`src/rtl/pss_pkg.sv`:
```
package pss_pkg;

    typedef enum logic [1:0] {
        ST_IDLE = 2'd0,
        ST_SCAN = 2'd1,
        ST_LAST = 2'd2
    } seq_state_t;

endpackage

```
`src/rtl/pss_ctrl.sv`:
```
module pss_ctrl
    import pss_pkg::*;
(
    input  logic clk,
    input  logic rst,
    input  logic start_i,
    input  logic near_last_i,
    output logic inject_o,
    output logic oen_o,
    output logic perr_o
);

    seq_state_t state_q;
    seq_state_t state_d;
    logic       reject;

    always_ff @(posedge clk) begin
        if (rst) begin
            state_q <= ST_IDLE;
        end else begin
            state_q <= state_d;
        end
    end

    always_comb begin
        state_d = state_q;
        unique case (state_q)
            ST_IDLE: if (start_i)     state_d = ST_SCAN;
            ST_SCAN: if (near_last_i) state_d = ST_LAST;
            ST_LAST:                  state_d = ST_IDLE;
            default:                  state_d = ST_IDLE;
        endcase
    end

    always_comb begin
        inject_o = 1'b0;
        oen_o    = 1'b0;
        reject   = 1'b0;
        unique case (state_q)
            ST_IDLE: inject_o = start_i;
            ST_SCAN: begin
                oen_o  = 1'b1;
                reject = start_i;
            end
            ST_LAST: begin
                oen_o  = 1'b1;
                reject = start_i;
            end
            default: ;
        endcase
    end

    always_ff @(posedge clk) begin
        if (rst) begin
            perr_o <= 1'b0;
        end else if (reject) begin
            perr_o <= 1'b1;
        end
    end

endmodule

```
`src/rtl/pss_token.sv`:
```
module pss_token #(
    parameter int NPIX = 64
) (
    input  logic            clk,
    input  logic            rst,
    input  logic            inject_i,
    output logic [NPIX-1:0] tok_o
);

    always_ff @(posedge clk) begin
        if (rst) begin
            tok_o <= '0;
        end else begin
            tok_o <= {tok_o[NPIX-2:0], inject_i};
        end
    end

endmodule

```
`src/rtl/pss_pixel_ctl.sv`:
```
module pss_pixel_ctl #(
    parameter int NPIX = 64
) (
    input  logic            clk,
    input  logic            rst,
    input  logic [NPIX-1:0] tok_i,
    output logic [NPIX-1:0] hold_o,
    output logic [NPIX-1:0] clr_o
);

    for (genvar g = 0; g < NPIX; g++) begin : g_pix
        logic was_sel_q;

        always_ff @(posedge clk) begin
            if (rst) begin
                was_sel_q <= 1'b0;
            end else begin
                was_sel_q <= tok_i[g];
            end
        end

        assign hold_o[g] = tok_i[g];
        assign clr_o[g]  = was_sel_q;
    end

endmodule

```
`src/rtl/pixel_scan_seq.sv`:
```
module pixel_scan_seq #(
    parameter int NPIX = 64
) (
    input  logic            clk,
    input  logic            rst,
    input  logic            start_i,
    output logic [NPIX-1:0] sel_o,
    output logic [NPIX-1:0] hold_o,
    output logic [NPIX-1:0] clr_o,
    output logic            oen_o,
    output logic            perr_o
);

    localparam int LAST_IDX = NPIX - 1;

    logic            inject;
    logic [NPIX-1:0] tok;

    pss_ctrl u_ctrl (
        .clk         (clk),
        .rst         (rst),
        .start_i     (start_i),
        .near_last_i (tok[LAST_IDX-1]),
        .inject_o    (inject),
        .oen_o       (oen_o),
        .perr_o      (perr_o)
    );

    pss_token #(.NPIX(NPIX)) u_token (
        .clk      (clk),
        .rst      (rst),
        .inject_i (inject),
        .tok_o    (tok)
    );

    pss_pixel_ctl #(.NPIX(NPIX)) u_pix (
        .clk    (clk),
        .rst    (rst),
        .tok_i  (tok),
        .hold_o (hold_o),
        .clr_o  (clr_o)
    );

    assign sel_o = tok;

endmodule

```
`config.mk`:
```
export PLATFORM = sky130hd
export DESIGN_NAME = pixel_scan_seq
export DESIGN_NICKNAME = d
export VERILOG_FILES = /design/src/rtl/pss_pkg.sv /design/src/rtl/pss_ctrl.sv /design/src/rtl/pss_token.sv /design/src/rtl/pss_pixel_ctl.sv /design/src/rtl/pixel_scan_seq.sv
export SDC_FILE = /design/constraint.sdc
export NUM_CORES = 1
export LEC_CHECK = 0
export BUFFER_PORTS_ARGS = -buffer_cell sky130_fd_sc_hd__buf_2
export CORE_MARGIN = 3
export CORE_UTILIZATION = 47
export DETAILED_ROUTE_END_ITERATION = 7
export PLACE_DENSITY = 0.85
export SLEW_MARGIN = 20
export SYNTH_ARGS = -nofsm -noshare
export SYNTH_HDL_FRONTEND = slang
export SYNTH_SLANG_ARGS = --single-unit
```
`constraint.sdc`:
```
create_clock -name clk -period 2.11 [get_ports clk]
set_input_delay 0.422 -clock clk [delete_from_list [all_inputs] [get_ports clk]]
set_output_delay 0.422 -clock clk [all_outputs]
set_load 0.05 [all_outputs]
```
-- After elaboration in Yosys (flattened, before gate mapping)
Index checks and enable logic that the tools add are counted.
- bits in registers: 131
- output and inout port bits: 194
- word-level logic and storage cells: 82
- bitwise operators: 1
- eq/ne operators: 4
- mux-type cells: 5
- reduce and logical (&&, ||, !) cells: 4
- operators with widths (kind ; number):
    $mux 2 ; 2
    $pmux 2 s2 ; 1
    $reduce_or 2->1 ; 2
    $eq 2x1->1 const B ; 1
    $eq 2x2->1 const B ; 1
    $logic_not 2->1 ; 1
    $mux 1 ; 2
    $ne 2x1->1 const B ; 1
    $ne 2x2->1 const B ; 1
    $reduce_and 2->1 ; 1
    $not 1->1 ; 1

-- Depth between registers and ports, before layout
Gate-level depths: netlist of the first run.
- depth in word-level cells: 3
- gate-level depth with buffers: 4
- depth with buffers taken out: 4

-- Hierarchy
Synthesis of the first run repeated with hierarchy kept, for this count alone.
- cell total of the unflattened synthesis: 419
- area, all modules: 5003.5 µm²
- by module, submodules not included (module ; times used ; area an instance (µm²) ; cells each ; sequential area each (µm²)):
    pss_pixel_ctl ; 1 ; 2879.0 ; 263 ; 1281.2
    pss_token ; 1 ; 1918.1 ; 135 ; 1281.2
    pss_ctrl ; 1 ; 206.4 ; 21 ; 60.1

-- Worst setup path after synthesis of the first run
Ideal clock, no wire load.
- kind: flip-flop to output port
- start point: reg u_ctrl.state_q[0]
- end point: out oen_o
- cell stages (with the launch flop): 3
- path buffers: 0
- data arrival time: 0.973 ns
- setup slack: 0.715 ns
- required time: 1.688 ns
- cells stage by stage: dfxtp_1 > inv_1 > ha_1
- word-level cells in the longest chain between the ends: 3
- elaborated cells between the ends (all ways): 4
- those cells by class: 2 x eq/ne; 1 x mux; 1 x reduce/logical
- ends and longest elaborated chain (what ; RTL line ; RTL):
    from (decl) ; pss_ctrl.sv:13 ; seq_state_t state_q;
    from (signal assigned) ; pss_ctrl.sv:21 ; state_q <= state_d;
    $eq 2x1->1 or $eq 2x2->1 (tied branches) ; pss_ctrl.sv:39 ; unique case (state_q)
    $reduce_or 2->1 (no source line) * ; -- ;
    $mux 1 * ; pss_ctrl.sv:39 ;
    to (decl) ; pixel_scan_seq.sv:10 ; output logic oen_o,
Every way passes the cells marked *; elsewhere a longest branch is shown, timed or not.

-- Worst setup path in the final report of the first run
Same ends and word-level chain as after synthesis.

==> reports/metrics.cfg, run 1 <==
[outcome]
run_status = finished, final reports clean

[sta]
finalSetupViolations = 0
max_slew.worst_pin.slew_ns = 0.338
skew_ns = 0.00707
drv_slew = 0
fin_worst_hold_slack_ns = 0.348
fmax_mhz = 548
slew_headroom_pct = 77.5
setup_ws_ns = 0.286
fin_crit_ns = 1.82
rsz0062_at_grt = false
fin_setup_tns_ns = 0
hold_viol = 0
finalCritPeriodShare_pct = 86.5

[critical_path]
rrSetupSlack_ns = 0.84
arrival_ns = 1.40
r2r-start = u_ctrl.state_q[0]
cp_slowest_cell = dfxtp_1
rr_worst_depth = 4
crit_required_ns = 1.69
crit_type = reg2out
rr_endpoint = u_ctrl.state_q[1]
worstPathMaxFanout = 4
critPathCaptureType = output pin
cp-start-kind = flop
crit_chain = inv_1 -> ha_1 -> buf_2
cpPeakStageDelay_ns = 0.41

[clocking]
cts_hold_buf = 0
cts.clk_slew.worst_paths_ns = 0.06
numCtsBuffers = 9
cts.path.max_buffers = 2
cts_setup_buffers = 0
cts_resized = 0
worstSkewPairLatency_ns = 0.33
h-tree-depth = 3
cts_root_buf = clkbuf_8
cts_tree = built
clock_sinks = 68

[drt]
drtPass1Iterations = 3
ant_nets = 0
drc = 0
drt_wl_total_mm = 5.45
routed_via_density = 4.00
vias = 1838
wire_per_inst_um = 11.8
drt_first_iter_violations = 18

[placement]
dp_hpwl_mm = 4.17
pre_cts_ws_ns = 0.638
postPlaceCellArea_um2 = 3010
io_buffers = 196
gp_congestion = 0.719

[min_path]
hold_depth = 3
min_to = u_ctrl.perr_o
hold_class = in2reg
hp-start = start_i

[grt]
grtUsageMet3_pct = 4.67
antenna_found_initial = 0
grt_pass1_wl_mm = 8.45
grt_pass1_vias = 1638
grt_util_met2_pct = 21.6
grt.busiest_layer = met2
grt_max_degree = 37
grtUsageMet1_pct = 14.0
track_usage_pct = 12.9
grt-ovfl-total = 0

[yosys]
netlist_area_um2 = 3360
synth_top_area_share_pct = 42.6
avgSynthCellArea_um2 = 9.66
synth-seq-cells = 68
syn_inst = 348
syn_nets = 355
synth_largest_area_cell = buf_4
yosysWarnings = 0
synth.area.top_cells = buf_4 43%, dfxtp_1 40%, nor2b_1 12%
ys_seq_area_share_pct = 40.5
synth_cell_type_count = 12

[power_and_ir_drop]
power_per_cell_area_nw_per_um2 = 864
p_seq_share_pct = 47.8
pwr-share-comb_pct = 10.9
netSwitchingFraction_pct = 25.2
switchingPower_uw = 702
power.leakage_nw = 1.96
vdd_drop_max_mv = 0.436
clockPowerShare_pct = 41.3
p_int_mw = 2.09

[layout]
fin_util_pct = 47.0
area_growth_pct = -4.02
stdcell_area_um2 = 3230
nNetsFinal = 366
drive_gt1_share_pct = 58.2
diodes = 0

[floorplanning]
die_x_um = 90.6
initial_utilization_pct = 48.9
die_area_um2 = 8200
rows = 30
ios = 197
core_um2 = 6870
die_h_um = 90.6

[run]
maxCapViolCount = 0

-- cell families after synthesis --
kind of cell / after synthesis / synth area share, %
buf+inv: 202 / 44.1
simple gates: 70 / 12.9
flops: 68 / 40.5
fa+ha+maj: 4 / 1.49
compound gates: 2 / 0.372
mux: 2 / 0.595
-- critical path, delay by kind of cell (launching register included) --
family / cells / cell delay, ns
flops: 1 / 0.41
buf+inv: 2 / 0.37
fa+ha+maj: 1 / 0.31
-- cells in the mapped netlist (all sizes together) --
master    n
nand2b    4
dfxtp    68
a22oi     1
nor2      2
mux2i     2
nor2b    63
nor3b     1
inv       4
buf     198
a21oi     1
ha        4
-- worst max-delay path by stage --
stage	start	endpoint	slack (ns)	cells past startpoint
finish	u_ctrl.state_q[0]	oen_o	0.29	3
global route	u_ctrl.state_q[0]	oen_o	0.20	3
CTS	u_ctrl.state_q[0]	oen_o	0.26	3
detailed placement	u_ctrl.state_q[0]	oen_o	0.64	3
global placement	u_ctrl.state_q[0]	oen_o	0.72	3
floorplan	u_ctrl.state_q[0]	oen_o	0.71	2
-- power groups by stage --
stage,Clock [mW],Sequential (mW),Combinational (mW)
final,1.15,1.33,0.304
after detailed placement,0,1.36,0.308
after CTS,1.20,1.33,0.308
after global routing,1.26,1.34,0.328
after global placement,0,1.36,0.294
after floorplan,0,1.39,0.237
-- cell usage in the layout, fill, tap and decap left out, drive strengths merged --
cell type / Yosys / routed
a21oi: 1 / 1
clkinv: 0 / 1
a22oi: 1 / 1
buf: 198 / 198
nor2b: 63 / 63
clkinvlp: 0 / 1
nand2b: 4 / 4
dfxtp: 68 / 68
bufinv: 0 / 2
mux2i: 2 / 2
inv: 4 / 4
ha: 4 / 4
nor3b: 1 / 1
nor2: 2 / 2
clkbuf: 0 / 12
-- flip-flops by register name (all words and copies together) (netlist names) --
signal                 cells
u_token.tok_o             63
u_ctrl.state_q             2
u_ctrl.perr_o              1
u_pix.g_pix.was_sel_q      2
-- metal layers --
layer  routed length [um]  up-vias
li1                     -      880
met1                 2050      819
met2                 2660      127
met3                  611       12
met4                  125        0
met5                    0        -
-- layout make-up --
type                       count  area, um^2
timing repair buffer         198         996
tap                           96         120
sequential                    68        1360
clock buffer                  12         145
multi-input combinational     78         517
fill                         669        3640
inverter                       4        15.0
clock inverter                 4        72.6
-- stage by stage --
step / total power, mW / std cells
after floorplan: 1.63 / 348
after global placement: 1.65 / 444
after detailed placement: 1.67 / 444
after CTS: 2.84 / 460
after global routing: 2.93 / 460
final: 2.79 / 460
No activity file was read; power rests on OpenSTA's default activity.
==> run 2, diff against run 1 <==
CORE_MARGIN = 5   (was 3)
MAX_ROUTING_LAYER = met4   (was default)
PLACE_DENSITY = 0.83   (was 0.85)
==> reports/metrics.cfg, run 2 (synthesis results as in run 1) <==
[drt]
wire_per_inst_um = 12.3  ; +3.7%
drc = 0  ; unchanged
drt_first_iter_violations = 35  ; +17
drtPass1Iterations = 3  ; unchanged
routed_via_density = 3.97  ; -0.54%
ant_nets = 0  ; unchanged
drt_wl_total_mm = 5.65  ; +3.7%
vias = 1828  ; -0.54%

[layout]
drive_gt1_share_pct = 58.2  ; unchanged
area_growth_pct = -3.65
final_cell_mix = 196 x buf_2, 68 x dfxtp_1, 63 x nor2b_1
largest_reg_flops = 63  ; unchanged
fin_util_pct = 47.2  ; +0.18 points
diodes = 0  ; unchanged
reg_top3 = u_token.tok_o x63, u_ctrl.state_q x2, u_pix.g_pix.was_sel_q x2
n_fill_cell = 651  ; -2.7%
nNetsFinal = 366  ; unchanged
final_common_cell = buf_2
regMostFlops = u_token.tok_o

[sta]
fin_setup_tns_ns = 0  ; unchanged
finalSetupViolations = 0  ; unchanged
rsz0062_at_grt = false
skew_ns = 0.0109  ; +0.00384 ns
hold_viol = 0  ; unchanged
fmax_mhz = 561  ; +2.3%
fin_worst_hold_slack_ns = 0.340  ; -0.00865 ns
finalCritPeriodShare_pct = 84.5  ; -1.9 points
drv_slew = 0  ; unchanged
slew_headroom_pct = 77.7  ; +0.21 points
max_slew.worst_pin.slew_ns = 0.335  ; -0.00316 ns
fin_crit_ns = 1.78  ; -0.0404 ns

[clocking]
cts_root_buf = clkbuf_8
numCtsBuffers = 9  ; unchanged
cts_setup_buffers = 0  ; unchanged
h-tree-depth = 3  ; unchanged
worstSkewPairLatency_ns = 0.33  ; about the same
cts.path.max_buffers = 2  ; unchanged
cts_tree = built
cts_resized = 0  ; unchanged
cts_hold_buf = 0  ; unchanged
clock_sinks = 68  ; unchanged
cts.clk_slew.worst_paths_ns = 0.07  ; about the same

[floorplanning]
die_area_um2 = 8940  ; +9.0%
ios = 197  ; unchanged
core_um2 = 6870  ; unchanged
die_h_um = 94.6  ; +4.4%
initial_utilization_pct = 48.9  ; unchanged
rows = 30  ; unchanged
die_x_um = 94.6  ; +4.4%

[grt]
grt-ovfl-total = 0  ; unchanged
antenna_found_initial = 0  ; unchanged
grt_pass1_wl_mm = 8.12  ; -3.9%
grt_pass1_vias = 1712  ; +4.5%
grt_max_degree = 37  ; unchanged
track_usage_pct = 12.2  ; -0.73 points

[power_and_ir_drop]
power_per_cell_area_nw_per_um2 = 860  ; -0.53%
vdd_drop_max_mv = 0.323  ; -26%
power.leakage_nw = 1.97  ; +0.23%

[critical_path]
cpPeakStageDelay_ns = 0.39  ; -0.02 ns
arrival_ns = 1.36  ; -0.04 ns
rr_worst_depth = 4  ; unchanged
cp_slowest_cell = dfxtp_1
cp-start-kind = flop
critPathCaptureType = output pin
crit_type = reg2out
worstPathMaxFanout = 4  ; unchanged
rr_endpoint = u_ctrl.state_q[0]
r2r-start = u_ctrl.state_q[0]
crit_required_ns = 1.69  ; about the same
crit_chain = inv_1 -> ha_1 -> buf_2
rrSetupSlack_ns = 0.87  ; +0.03 ns

[outcome]
run_status = finished, final reports clean

[min_path]
hold_class = in2reg
hp-start = start_i
min_to = u_ctrl.perr_o
hold_depth = 3  ; unchanged

[placement]
dp_hpwl_mm = 4.37  ; +4.8%
io_buffers = 196  ; unchanged
gp_congestion = 0.730  ; +1.5%

[run]
maxCapViolCount = 0  ; unchanged

## run 2: metrics by stage
step | instance area (um^2) | power (mW) | setup slack [ns] | std cells
floorplan | 3360 | 1.63 | 0.715 | 348
global placement | 3020 | 1.66 | 0.717 | 444
detailed placement | 3020 | 1.67 | 0.679 | 444
CTS | 3240 | 2.83 | 0.299 | 460
global route | 3240 | 2.92 | 0.222 | 460
finish | 3240 | 2.78 | 0.326 | 460
## run 2: per-layer routing
metal	routed length [um]	share of wire (%)	global-route usage [%]
met1	2100	37	12.7
met2	2740	49	20.9
met3	723	13	4.70
met5	0	0	-
met4	73	1.3	4.69
## run 2: worst max path at each step
stage / start / end / slack (ns) / cells after the start
floorplan: u_ctrl.state_q[0] / oen_o / 0.71 / 2
finish: u_ctrl.state_q[0] / oen_o / 0.33 / 3
global placement: u_ctrl.state_q[0] / oen_o / 0.72 / 3
CTS: u_ctrl.state_q[0] / oen_o / 0.30 / 3
global route: u_ctrl.state_q[0] / oen_o / 0.22 / 3
detailed placement: u_ctrl.state_q[0] / oen_o / 0.68 / 3
## run 2: worst max-delay path, delay by kind of cell (launching register included)
kind                       cells  cell delay [ns]
adders and majority gates      1             0.29
buffers and inverters          2             0.35
DFF                            1             0.39
## run 2: area by class of cell
type                            count  area [um^2]  share of cell area, %
Sequential cell                    68         1360                   42.0
Timing Repair Buffer              198         1010                   31.1
Multi-Input combinational cell     78          517                   16.0
Clock buffer                       12          145                   4.48
Tap cell                           96          120                   3.71
Clock inverter                      4         72.6                   2.24
Inverter                            4         15.0                  0.463
## run 2: power by group
group | total (mW) | leakage, nW | internal [mW] | switching, mW
Sequential | 1.33 | 0.548 | 1.31 | 0.0223
Clock | 1.15 | 0.107 | 0.697 | 0.453
Combinational | 0.303 | 1.31 | 0.0804 | 0.222
Total | 2.78 | 1.97 | 2.09 | 0.697
